File: config.mk
export PLATFORM = sky130hd
export DESIGN_NAME = wavetimer8
export DESIGN_NICKNAME = d
export VERILOG_FILES = /design/src/rtl/wt_pkg.sv /design/src/rtl/wt_counter.sv /design/src/rtl/wt_channel.sv /design/src/rtl/wt_flags.sv /design/src/rtl/wavetimer8.sv
export SDC_FILE = /design/constraint.sdc
export NUM_CORES = 1
export LEC_CHECK = 0
export ABC_AREA = 0
export CAP_MARGIN = 40
export CORE_ASPECT_RATIO = 0.6
export CORE_MARGIN = 2
export CORE_UTILIZATION = 64
export CTS_CLUSTER_DIAMETER = 60
export DETAILED_ROUTE_END_ITERATION = 6
export DONT_BUFFER_PORTS = 1
export HOLD_SLACK_MARGIN = 0.08
export PLACE_DENSITY = 0.82
export SLEW_MARGIN = 5
export SYNTH_ARGS = -nofsm -noshare
export SYNTH_HDL_FRONTEND = slang
export SYNTH_SLANG_ARGS = --single-unit
File: constraint.sdc
create_clock -name clk -period 3.2 [get_ports clk]
set_input_delay 0 -clock clk [delete_from_list [all_inputs] [get_ports clk]]
set_output_delay 0 -clock clk [all_outputs]
set_load 0.005 [all_outputs]
File: src/rtl/wt_pkg.sv
package wt_pkg;

  typedef enum logic [1:0] {CLS_PLAIN, CLS_FAST, CLS_PHASE, CLS_HALT} mode_cls_t;
  typedef enum logic [1:0] {OV_MAX, OV_TOP, OV_BOT, OV_NONE} ovf_pt_t;

  // counting family of a 3-bit mode value
  function automatic mode_cls_t cls_of(input logic [2:0] m);
    case (m)
      3'd0, 3'd2: return CLS_PLAIN;
      3'd3, 3'd7: return CLS_FAST;
      3'd1, 3'd5: return CLS_PHASE;
      default:    return CLS_HALT;
    endcase
  endfunction

  // modes whose period end comes from compare A
  function automatic logic top_from_cmp(input logic [2:0] m);
    return (m == 3'd2) || (m == 3'd5) || (m == 3'd7);
  endfunction

  // where the overflow flag is raised
  function automatic ovf_pt_t ovf_point(input logic [2:0] m);
    case (m)
      3'd0, 3'd2, 3'd3: return OV_MAX;
      3'd7:             return OV_TOP;
      3'd1, 3'd5:       return OV_BOT;
      default:          return OV_NONE;
    endcase
  endfunction

  // next pin state for one channel
  function automatic logic wave_next(input mode_cls_t cls, input logic [1:0] act,
                                     input logic cur, input logic hit,
                                     input logic wrap, input logic rising);
    logic nxt;
    nxt = cur;
    case (cls)
      CLS_PLAIN: if (hit) begin
        case (act)
          2'b01:   nxt = ~cur;
          2'b10:   nxt = 1'b0;
          2'b11:   nxt = 1'b1;
          default: nxt = cur;
        endcase
      end
      CLS_FAST: begin
        if (hit) begin
          if (act == 2'b10) nxt = 1'b0;
          else if (act == 2'b11) nxt = 1'b1;
        end
        if (wrap) begin
          if (act == 2'b10) nxt = 1'b1;
          else if (act == 2'b11) nxt = 1'b0;
        end
      end
      CLS_PHASE: if (hit) begin
        if (act == 2'b10) nxt = ~rising;
        else if (act == 2'b11) nxt = rising;
      end
      default: nxt = cur;
    endcase
    return nxt;
  endfunction

endpackage

File: src/rtl/wt_counter.sv
module wt_counter import wt_pkg::*; #(
  parameter int W = 8
) (
  input  logic         clk,
  input  logic         rst_n,
  input  logic         tick,
  input  logic [2:0]   mode,
  input  logic [W-1:0] top_cmp,
  input  logic         wr_cnt,
  input  logic [W-1:0] wr_data,
  output logic [W-1:0] cnt,
  output logic         dir_up,
  output logic         step,
  output logic         ev_wrap,
  output logic         ev_ptop,
  output logic         ev_ovf
);
  localparam logic [W-1:0] MAXV = '1;
  localparam logic [W-1:0] ZERO = '0;
  localparam logic [W-1:0] ONE  = W'(1);

  mode_cls_t    cls;
  logic [W-1:0] top;
  logic         at_top, at_max, at_bot;
  logic         up_cls, ev_pbot, ev_attop, ev_atmax;
  logic [W-1:0] cnt_d;
  logic         dir_d;

  assign cls    = cls_of(mode);
  assign top    = top_from_cmp(mode) ? top_cmp : MAXV;
  assign at_top = (cnt == top);
  assign at_max = (cnt == MAXV);
  assign at_bot = (cnt == ZERO);
  assign up_cls = (cls == CLS_PLAIN) || (cls == CLS_FAST);
  assign step   = tick && !wr_cnt && (cls != CLS_HALT);

  assign ev_wrap  = step && up_cls && (at_top || at_max);
  assign ev_attop = step && up_cls && at_top;
  assign ev_atmax = step && up_cls && at_max;
  assign ev_ptop  = step && (cls == CLS_PHASE) && dir_up && at_top;
  assign ev_pbot  = step && (cls == CLS_PHASE) && !dir_up && at_bot;

  always_comb begin
    case (ovf_point(mode))
      OV_MAX:  ev_ovf = ev_atmax;
      OV_TOP:  ev_ovf = ev_attop;
      OV_BOT:  ev_ovf = ev_pbot;
      default: ev_ovf = 1'b0;
    endcase
  end

  always_comb begin
    cnt_d = cnt;
    dir_d = dir_up;
    if (wr_cnt) begin
      cnt_d = wr_data;
    end else if (step) begin
      if (cls == CLS_PHASE) begin
        if (dir_up) begin
          if (at_top) begin
            dir_d = 1'b0;
            cnt_d = at_bot ? cnt : cnt - ONE;
          end else begin
            cnt_d = cnt + ONE;
          end
        end else begin
          if (at_bot) begin
            dir_d = 1'b1;
            cnt_d = (top == ZERO) ? cnt : ONE;
          end else begin
            cnt_d = cnt - ONE;
          end
        end
      end else begin
        dir_d = 1'b1;
        cnt_d = ev_wrap ? ZERO : cnt + ONE;
      end
    end
  end

  always_ff @(posedge clk) begin
    if (!rst_n) begin
      cnt    <= ZERO;
      dir_up <= 1'b1;
    end else begin
      cnt    <= cnt_d;
      dir_up <= dir_d;
    end
  end

  assert_up_step_R2: assert property (@(posedge clk) disable iff (!rst_n)
    (step && up_cls && !at_top && !at_max) |=> (cnt == $past(cnt) + ONE));

  assert_phase_turn_R5: assert property (@(posedge clk) disable iff (!rst_n)
    (step && (cls == CLS_PHASE) && dir_up && at_top && !at_bot)
      |=> (!dir_up && cnt == $past(cnt) - ONE));

  assert_halt_hold_R14: assert property (@(posedge clk) disable iff (!rst_n)
    ((cls == CLS_HALT) && !wr_cnt) |=> $stable(cnt));

endmodule

File: src/rtl/wt_channel.sv
module wt_channel import wt_pkg::*; #(
  parameter int W = 8
) (
  input  logic         clk,
  input  logic         rst_n,
  input  logic [2:0]   mode,
  input  logic [1:0]   act_sel,
  input  logic [W-1:0] cnt,
  input  logic         dir_up,
  input  logic         step,
  input  logic         block,
  input  logic         ev_wrap,
  input  logic         ev_ptop,
  input  logic         wr_cmp,
  input  logic [W-1:0] wr_data,
  input  logic         force_req,
  output logic [W-1:0] cmp_buf,
  output logic [W-1:0] cmp_act,
  output logic         ev_match,
  output logic         wave
);
  mode_cls_t    cls;
  logic [W-1:0] buf_d, act_d;
  logic         load, hit, force_ok, wave_q;

  assign cls      = cls_of(mode);
  assign buf_d    = wr_cmp ? wr_data : cmp_buf;
  assign load     = (cls == CLS_FAST)  ? ev_wrap :
                    (cls == CLS_PHASE) ? ev_ptop : 1'b1;
  assign act_d    = load ? buf_d : cmp_act;
  assign ev_match = step && !block && (cnt == cmp_act);
  assign force_ok = force_req && (cls == CLS_PLAIN);
  assign hit      = ev_match || force_ok;
  assign wave     = (act_sel != 2'b00) && wave_q;

  always_ff @(posedge clk) begin
    if (!rst_n) begin
      cmp_buf <= '0;
      cmp_act <= '0;
      wave_q  <= 1'b0;
    end else begin
      cmp_buf <= buf_d;
      cmp_act <= act_d;
      wave_q  <= wave_next(cls, act_sel, wave_q, hit,
                           ev_wrap && (cls == CLS_FAST), dir_up);
    end
  end

  assert_buf_hold_R6: assert property (@(posedge clk) disable iff (!rst_n)
    ((cls == CLS_FAST) && !ev_wrap) |=> (cmp_act == $past(cmp_act)));

  assert_quiet_pin_R10: assert property (@(posedge clk) disable iff (!rst_n)
    (!step && !(force_req && (cls == CLS_PLAIN))) |=> (wave_q == $past(wave_q)));

endmodule

File: src/rtl/wt_flags.sv
module wt_flags #(
  parameter int NF = 3
) (
  input  logic          clk,
  input  logic          rst_n,
  input  logic [NF-1:0] set_ev,
  input  logic          clr_wr,
  input  logic [NF-1:0] clr_mask,
  output logic [NF-1:0] flags
);
  logic [NF-1:0] clr;

  assign clr = clr_wr ? clr_mask : '0;

  always_ff @(posedge clk) begin
    if (!rst_n) flags <= '0;
    else        flags <= (flags & ~clr) | set_ev;
  end

  assert_set_wins_R11: assert property (@(posedge clk) disable iff (!rst_n)
    (|set_ev) |=> ((flags & $past(set_ev)) == $past(set_ev)));

endmodule

File: src/rtl/wavetimer8.sv
module wavetimer8 import wt_pkg::*; #(
  parameter int W  = 8,
  parameter int AW = 3
) (
  input  logic          clk,
  input  logic          rst_n,
  input  logic          cnt_en,
  input  logic          wr_en,
  input  logic [AW-1:0] addr,
  input  logic [W-1:0]  wr_data,
  output logic [W-1:0]  rd_data,
  output logic          wave_a,
  output logic          wave_b
);
  localparam int NCH = 2;
  localparam int NF  = NCH + 1;
  localparam logic [AW-1:0] A_CFG = AW'(0);
  localparam logic [AW-1:0] A_FRC = AW'(1);
  localparam logic [AW-1:0] A_CNT = AW'(2);
  localparam int            A_CMP = 3;
  localparam logic [AW-1:0] A_FLG = AW'(5);

  logic [2:0]    mode_q;
  logic [1:0]    act_sel [NCH];
  logic [W-1:0]  cbuf    [NCH];
  logic [W-1:0]  cact    [NCH];
  logic [NCH-1:0] match, wv;
  logic [NF-1:0] flags;
  logic [W-1:0]  cnt;
  logic          dir_up, step, ev_wrap, ev_ptop, ev_ovf;
  logic          wr_cnt, wr_frc, wr_cfg, blk;

  assign wr_cnt = wr_en && (addr == A_CNT);
  assign wr_frc = wr_en && (addr == A_FRC);
  assign wr_cfg = wr_en && (addr == A_CFG);

  always_ff @(posedge clk) begin
    if (!rst_n) begin
      mode_q     <= '0;
      act_sel[0] <= '0;
      act_sel[1] <= '0;
      blk        <= 1'b0;
    end else begin
      if (wr_cfg) begin
        mode_q     <= wr_data[2:0];
        act_sel[0] <= wr_data[4:3];
        act_sel[1] <= wr_data[6:5];
      end
      if (wr_cnt)    blk <= 1'b1;
      else if (step) blk <= 1'b0;
    end
  end

  wt_counter #(.W(W)) u_cnt (
    .clk(clk), .rst_n(rst_n), .tick(cnt_en), .mode(mode_q), .top_cmp(cact[0]),
    .wr_cnt(wr_cnt), .wr_data(wr_data), .cnt(cnt), .dir_up(dir_up), .step(step),
    .ev_wrap(ev_wrap), .ev_ptop(ev_ptop), .ev_ovf(ev_ovf)
  );

  for (genvar i = 0; i < NCH; i++) begin : g_ch
    wt_channel #(.W(W)) u_ch (
      .clk(clk), .rst_n(rst_n), .mode(mode_q), .act_sel(act_sel[i]), .cnt(cnt),
      .dir_up(dir_up), .step(step), .block(blk), .ev_wrap(ev_wrap), .ev_ptop(ev_ptop),
      .wr_cmp(wr_en && (addr == AW'(A_CMP + i))), .wr_data(wr_data),
      .force_req(wr_frc && wr_data[i]), .cmp_buf(cbuf[i]), .cmp_act(cact[i]),
      .ev_match(match[i]), .wave(wv[i])
    );
  end

  wt_flags #(.NF(NF)) u_flg (
    .clk(clk), .rst_n(rst_n), .set_ev({match, ev_ovf}),
    .clr_wr(wr_en && (addr == A_FLG)), .clr_mask(wr_data[NF-1:0]), .flags(flags)
  );

  assign wave_a = wv[0];
  assign wave_b = wv[1];

  always_comb begin
    rd_data = '0;
    if (addr == A_CFG)                rd_data = W'({act_sel[1], act_sel[0], mode_q});
    else if (addr == A_CNT)           rd_data = cnt;
    else if (addr == AW'(A_CMP))      rd_data = cbuf[0];
    else if (addr == AW'(A_CMP + 1))  rd_data = cbuf[1];
    else if (addr == A_FLG)           rd_data = W'(flags);
  end

  assert_wr_blocks_R12: assert property (@(posedge clk) disable iff (!rst_n)
    wr_cnt |=> (match == '0));

  assert_force_no_flag_R10: assert property (@(posedge clk) disable iff (!rst_n)
    (wr_frc && !cnt_en) |=> (flags == $past(flags)));

endmodule

==> impl_results.md, run 1 <==
- Sequential area share after synthesis: between 30% and 40%
- Synth Instances: between 400 and 500
- CP endpoint kind: flop
- Gpl congestion: about 1.0
- Slew margin rel.: 33.7%
- DRT Pass-1 Iters: 5
- Flip-flop and latch count after synthesis: between 50 and 60
- Share of the clock period used by the worst path: between 90 and 100%
- Top_reg_cell synth: dfxtp_1
- Number of synthesized flops with an enable pin: 4
- Max IR drop VDD: roughly 0.00027 V
- CTS tree: yes
- Pin count of the biggest net entering global routing: 29
- Sink Count: 54
- Initial antenna violation count: 0
- DRT antenna net count: 0
- Post CTS Setup Buffer Count: 0
- Largest area contributor in the netlist: dfxtp_1
- Leakage: between 1.5 and 2 nW
- TNS Setup: 0 ps
- Cell Area, Synth: 3610 um2
- Clk buf depth: 2
- Met3 Usage GRT: between 9 and 10%
- GRT Overall Usage: between 30% and 40%
- Clock transition at the registers of the reported paths: around 110 ps
- Ranking of synthesized cells by area: dfxtp_1 (28%), nand2_1 (6.9%), a21oi_1 (4.8%), mux2_4 (4.2%), xor2_1 (3.9%)
- Via/cell ratio: ~6.7
- Rows: 21
- Post-route DRC: 0
- Hold Path Class: input pin to flop
- Multi-input logic area: around 2300 um2
- Startpoint class of the critical path: flop
- Final Hold Viols: 0
- Fillers: between 400 and 500
- Post-synth top cells: nand2_1 (66), dfxtp_1 (50), a21oi_1 (35)
- CTS HTree Levels: 2
- Status: finished, final reports clean
- Vias: about 3,500
- Buf/Inv on CP: 0
- Clk_skew: between 9 and 10 ps
- CP Max Fanout: 8
- CP delay by family, top: compound AO/OA/AOI/OAI gates
- Syn Area/Cell: roughly 8 um2
- Worst path arrival time: between 3000 and 4000 ps
- Crit path time final: between 2000 and 3000 ps
- Mapped Nets: roughly 470
- Count of buffers from port buffering: 0
- DIE HEIGHT: between 60 and 70 um
- Die width: a little over 100 um
- HPWL Detailed: 7.90 mm
- Final slew viol count: 0
- Initial DRC Count: just over 400
- Setup slack, reg-to-reg: roughly 230 ps
- Top-count cell post-synth: nand2_1
- # diodes: 0
- Actual slew at the worst max-slew pin: between 900 and 1000 ps
- GRT overflow: 0
- Worst path max stage delay: 680 ps
- Slowest cell on the critical path: or4_1
- Placed Cells: between 400 and 500
- FF/Latch Area: ~1100 um2
- Layout cells sized above 1: approximately 13%
- Global-route met1 utilization: around half
- Cell variety after synth: 66
- Nets: between 400 and 500
- Max Clk Rate: 337 MHz
- Total power per unit cell area: a little under 400 nW/um2
- Die area: roughly 6300 um2
- Vias in the first global route: about 3,300
- Layer with the highest usage: met2
- Ports: 25
- Crit-path cells: or4_1 -> nor3_1 -> nor2_1 -> a31oi_1 -> o22ai_1 -> o21ai_0 -> a211oi_1
- First-pass GRT wire length: 17.5 mm
- Ys Warns: 0
- RSZ-0062 raised after global routing: no
- Avg WL per Cell: around 21 um
- Routed wire length: between 10 and 15 mm
- Final setup fails: 0
- Area added between synthesis and finish: 8.31%
- Max cap viols: 0
- Async S/R FF share, synth: 0%
- Skew-Pair Late Insertion Delay: approximately 320 ps
- GR Util met2: between 50% and 60%
- Clock root cell: clkbuf_8
- Worst Path Required: between 3000 and 4000 ps
- Core area: 5520 um2
- Crit path kind: flop to flop
- Starting density of the core: 65.5%
- Final Non-Filler Cells: between 500 and 600
- Min Hold Slack: around 110 ps
- Top cell type's share of synthesized area: 27.7%
- CTS Buf Count: 5
-- state kept, by name (all words and copies together), names as in the netlist --
register and cells:
g_ch.u_ch.cmp_act 16, g_ch.u_ch.cmp_buf 16, u_cnt.dir_up 1, act_sel 4
g_ch.u_ch.wave_q 2, u_flg.flags 3, u_cnt.cnt 8, mode_q 3
blk 1
-- placed cells by master, fill, tap and decap left out, types with 12 or more instances in the layout --
| master | instances |
|---|---|
| nand2_1 | 66 |
| dfxtp_1 | 50 |
| a21oi_1 | 35 |
| nor2_1 | 24 |
| inv_1 | 17 |
| xor2_1 | 16 |
| and2_1 | 15 |
| dlygate4sd3_1 | 13 |
| buf_4 | 13 |
| nor3_1 | 12 |
| o21ai_0 | 12 |
-- metal layers --
metal | routed length (um) | vias up
met2 | 4500 | 248
li1 | - | 1579
met5 | 0 | -
met1 | 4690 | 1588
met4 | 325 | 0
met3 | 1500 | 45
-- worst register-to-register path, cell delays in order (launching register included) --
cell and delay (ps):
dfxtp_1 410, or4_1 680, nor3_1 290, nor2_1 70, a31oi_1 640, o22ai_1 200
o21ai_0 400, a211oi_1 150
-- path summary, 6_finish.rpt --
kind | depth (start not counted) | endpoint | start
setup reg to reg | 7 | u_cnt.cnt[3] | u_cnt.cnt[2]
hold reg to reg | 2 | u_flg.flags[2] | u_flg.flags[2]
setup / recovery | 7 | u_cnt.cnt[3] | u_cnt.cnt[2]
hold / removal | 2 | act_sel[0][3] | addr[0]
-- repair_timing --
action,in CTS,in global routing
setup endpoints to repair,0,1
gates resized for setup,0,1
hold buffers,13,0
endpoints found under the hold margin,60,0
-- kinds of logic after synthesis --
group	after synthesis	share of synthesized area [%]
fa+ha+maj	7	2.42
xor+xnor	26	6.30
mux	26	8.83
simple gates	183	26.6
buf+inv	46	6.16
compound gates	101	18.7
flops	54	31.0
-- per-stage QoR --
stage               setup slack [ps]  instance area (um2)  utilization, %  power (mW)
floorplan                        517                 3610               -       0.964
detailed placement               320                 3670            66.5        1.02
CTS                              289                 3910            70.9        1.50
global placement                 368                 3640            66.0        1.02
finish                           230                 3920            71.0        1.51
global route                    16.6                 3920            71.0        1.56
-- layout make-up --
class,count,share of cell area [%]
multi-input cells,343,58.1
flip-flops and latches,54,28.6
repair buffers,27,6.52
clock buffers,6,2.40
well taps,69,2.21
inverters,17,1.63
clock inverters,2,0.479
-- power breakdown --
group	internal (mW)	switching (mW)
clock	0.208	0.255
sequential	0.707	0.0290
combinational	0.130	0.184
No activity file was read; power rests on OpenSTA's default activity.
==> run 2: changes to the inputs <==
--- a/config.mk
+++ b/config.mk
@@ -9,12 +9,13 @@
 export CAP_MARGIN = 40
 export CORE_ASPECT_RATIO = 0.6
 export CORE_MARGIN = 2
-export CORE_UTILIZATION = 64
+export CORE_UTILIZATION = 66
+export CTS_BUF_LIST = sky130_fd_sc_hd__clkbuf_4 sky130_fd_sc_hd__clkbuf_8
 export CTS_CLUSTER_DIAMETER = 60
 export DETAILED_ROUTE_END_ITERATION = 6
 export DONT_BUFFER_PORTS = 1
 export HOLD_SLACK_MARGIN = 0.08
-export PLACE_DENSITY = 0.82
+export PLACE_DENSITY = 0.84
 export SLEW_MARGIN = 5
 export SYNTH_ARGS = -nofsm -noshare
 export SYNTH_HDL_FRONTEND = slang
==> impl_results.md, run 2 (synthesized netlist as in run 1, its figures left out) <==
- Die width: 99.5 um (was 101 um)
- Top sig layer: met4 (unchanged)
- Slew margin rel.: 29.8% (was 33.7%)
- Starting density of the core: 69.8% (was 65.5%)
- Clock transition at the registers of the reported paths: 110 ps (about the same)
- Sink Count: 54 (unchanged)
- Startpoint class of the critical path: flop (unchanged)
- Leakage: 1.53 nW (about the same)
- Most frequent cells in the layout: nand2_1 (66), dfxtp_1 (50), a21oi_1 (35) (unchanged)
- Crit path time final: 3000 ps (was 2970 ps)
- CTS HTree Levels: 2 (unchanged)
- Slowest cell on the critical path: dfxtp_1 (was or4_1)
- Switch Pwr: 460 uW (was 468 uW)
- Hold Path Stages: 4 (was 2)
- HPWL Detailed: 7.78 mm (was 7.90 mm)
- Combinational power share: 19.8% (was 20.7%)
- Worst path arrival time: 3250 ps (was 3170 ps)
- Most common cell after layout, fill and taps aside: nand2_1 (unchanged)
- Via/cell ratio: 6.63 (was 6.68)
- Fillers: 388 (was 434)
- CTS tree: yes (unchanged)
- Gpl congestion: 1.00 (was 1.04)
- # diodes: 0 (unchanged)
- Final Hold Viols: 0 (unchanged)
- CP delay by family, top: simple AND/OR/NAND/NOR gates (was compound AO/OA/AOI/OAI gates)
- Power share of the clock group: 31.9% (was 30.6%)
- Rows: 20 (was 21)
- Ports: 25 (unchanged)
- Max cap viols: 0 (unchanged)
- Skew-Pair Late Insertion Delay: 310 ps (was 320 ps)
- Final setup fails: 0 (unchanged)
- Crit-path cells: and2b_2 -> nor2_1 -> inv_1 -> ha_1 -> nor2b_1 -> nand2_1 -> o31ai_1 -> o21ai_0 -> a21oi_1 -> mux2_2 -> nand2_1 (was or4_1 -> nor3_1 -> nor2_1 -> a31oi_1 -> o22ai_1 -> o21ai_0 -> a211oi_1)
- Int Power: 1.07 mW (was 1.04 mW)
- Wire length on met1: 4.82 mm (was 4.69 mm)
- Die area: 6100 um2 (was 6280 um2)
- Vias in the first global route: 3,122 (was 3,294)
- Total power per unit cell area: 392 nW/um2 (was 386 nW/um2)
- Hold-fix buffers, CTS: 13 (unchanged)
- Worst path max stage delay: 490 ps (was 680 ps)
- Clk_skew: 6.85 ps (was 9.75 ps)
- Initial antenna violation count: 0 (unchanged)
- TNS Setup: 0 ps (unchanged)
- GRT overflow: 0 (unchanged)
- Power Total: 1.53 mW (was 1.51 mW)
- Final slew viol count: 0 (unchanged)
- Flop pwr share: 48.2% (was 48.7%)
- Crit path kind: flop to flop (unchanged)
- Layout cells sized above 1: 12.5% (was 12.7%)
- CP Max Fanout: 8 (unchanged)
- CTS Buf Count: 5 (unchanged)
- GRT Overall Usage: 37.0% (was 36.5%)
- Area added between synthesis and finish: 8.20% (was 8.31%)
- Share of the clock period used by the worst path: 93.7% (was 92.8%)
- Post CTS Setup Buffer Count: 0 (unchanged)
- DRT antenna net count: 0 (unchanged)
- Clock root cell: clkbuf_8 (unchanged)
- Vias: 3,412 (was 3,460)
- Sw frac: 30.0% (was 30.9%)
- CP endpoint kind: flop (unchanged)
- DIE HEIGHT: 61.3 um (was 62.2 um)
- Critical Path Stages: 11 (was 7)
- DRT Pass-1 Iters: 5 (unchanged)
- Crit path top cell by count: nand2_1
- Min Hold Slack: 87.4 ps (was 106 ps)
- Routed wire length: 10.9 mm (was 11.0 mm)
- Worst Path Required: 3460 ps (was 3390 ps)
- Pin count of the biggest net entering global routing: 29 (unchanged)
- Hold Path Class: input pin to flop (unchanged)
- Biggest regs: g_ch.u_ch.cmp_act (16), g_ch.u_ch.cmp_buf (16), u_cnt.cnt (8) (unchanged)
- Avg WL per Cell: 21.1 um (was 21.3 um)
- Met3 routed WL: 1.54 mm (was 1.50 mm)
- Max Clk Rate: 334 MHz (was 337 MHz)
- Clk buf depth: 2 (unchanged)
- Max IR drop VDD: 0.000280 V (was 0.000270 V)
- Status: finished, final reports clean (unchanged)
- Initial DRC Count: 344 (was 408)
- R2R depth: 11 (was 7)
- Actual slew at the worst max-slew pin: 1050 ps (was 991 ps)
- First-pass GRT wire length: 16.9 mm (was 17.5 mm)
- Post-CTS sizing: 0 (unchanged)
- Count of buffers from port buffering: 0 (unchanged)
- Buf/Inv on CP: 1 (was 0)
- Post-route DRC: 0 (unchanged)
- Core area: 5180 um2 (was 5520 um2)
- RSZ-0062 raised after global routing: no (unchanged)
- WL met2: 4.41 mm (was 4.50 mm)
- Nets: 470 (unchanged)
[run 2: cell types whose count changed in the layout (fill, tap and decap cells not counted)]
cell / previous run / this run
bufinv_16: 0 / 1
clkbuf_16: 1 / 0
o31ai_1: 5 / 6
o31ai_2: 1 / 0
[run 2: routing by layer]
layer  vias to the layer above  GRT usage, %
li1                       1577             -
met1                      1603          54.3
met2                       220          55.0
met3                        12          10.9
met4                         0          6.65
met5                         -             0
[run 2: final timing paths]
path	start	endpoint	slack [ps]
worst min register to register	u_flg.flags[2]	u_flg.flags[2]	470
worst max-delay path	mode_q[1]	g_ch[0].u_ch.wave_q	200
worst min-delay path	wr_en	u_flg.flags[1]	90
worst max register to register	mode_q[1]	g_ch[0].u_ch.wave_q	200
[run 2: cell type report]
cell class	instances	area (um2)	area share [%]
clock inverter	3	48.8	1.25
inverter	17	63.8	1.63
sequential	54	1120	28.7
multi-input combinational	343	2270	58.1
timing repair buffer	27	255	6.53
tap	66	82.6	2.11
clock buffer	5	68.8	1.76
[run 2: power by group through the flow]
stage	registers, mW	clock network, mW	logic, mW
final	0.740	0.490	0.304
after global routing	0.744	0.519	0.326
after CTS	0.738	0.488	0.295
after detailed placement	0.754	0	0.267
after global placement	0.753	0	0.260
after floorplan	0.737	0	0.227
[run 2: per-stage QoR]
step,instances,util [%],setup WS (ps),instance area [um2]
after detailed placement,494,70.7,284,3660
after global placement,493,70.2,325,3640
after floorplan,443,-,517,3610
after CTS,515,75.5,252,3910
final,515,75.5,203,3910
after global routing,515,75.5,42.2,3910
[run 2: worst register-to-register path: stages, from the launching register on]
cell	delay (ps)
dfxtp_1	490
and2b_2	260
nor2_1	220
inv_1	100
ha_1	240
nor2b_1	250
nand2_1	200
o31ai_1	410
o21ai_0	150
a21oi_1	210
mux2_2	350
nand2_1	50
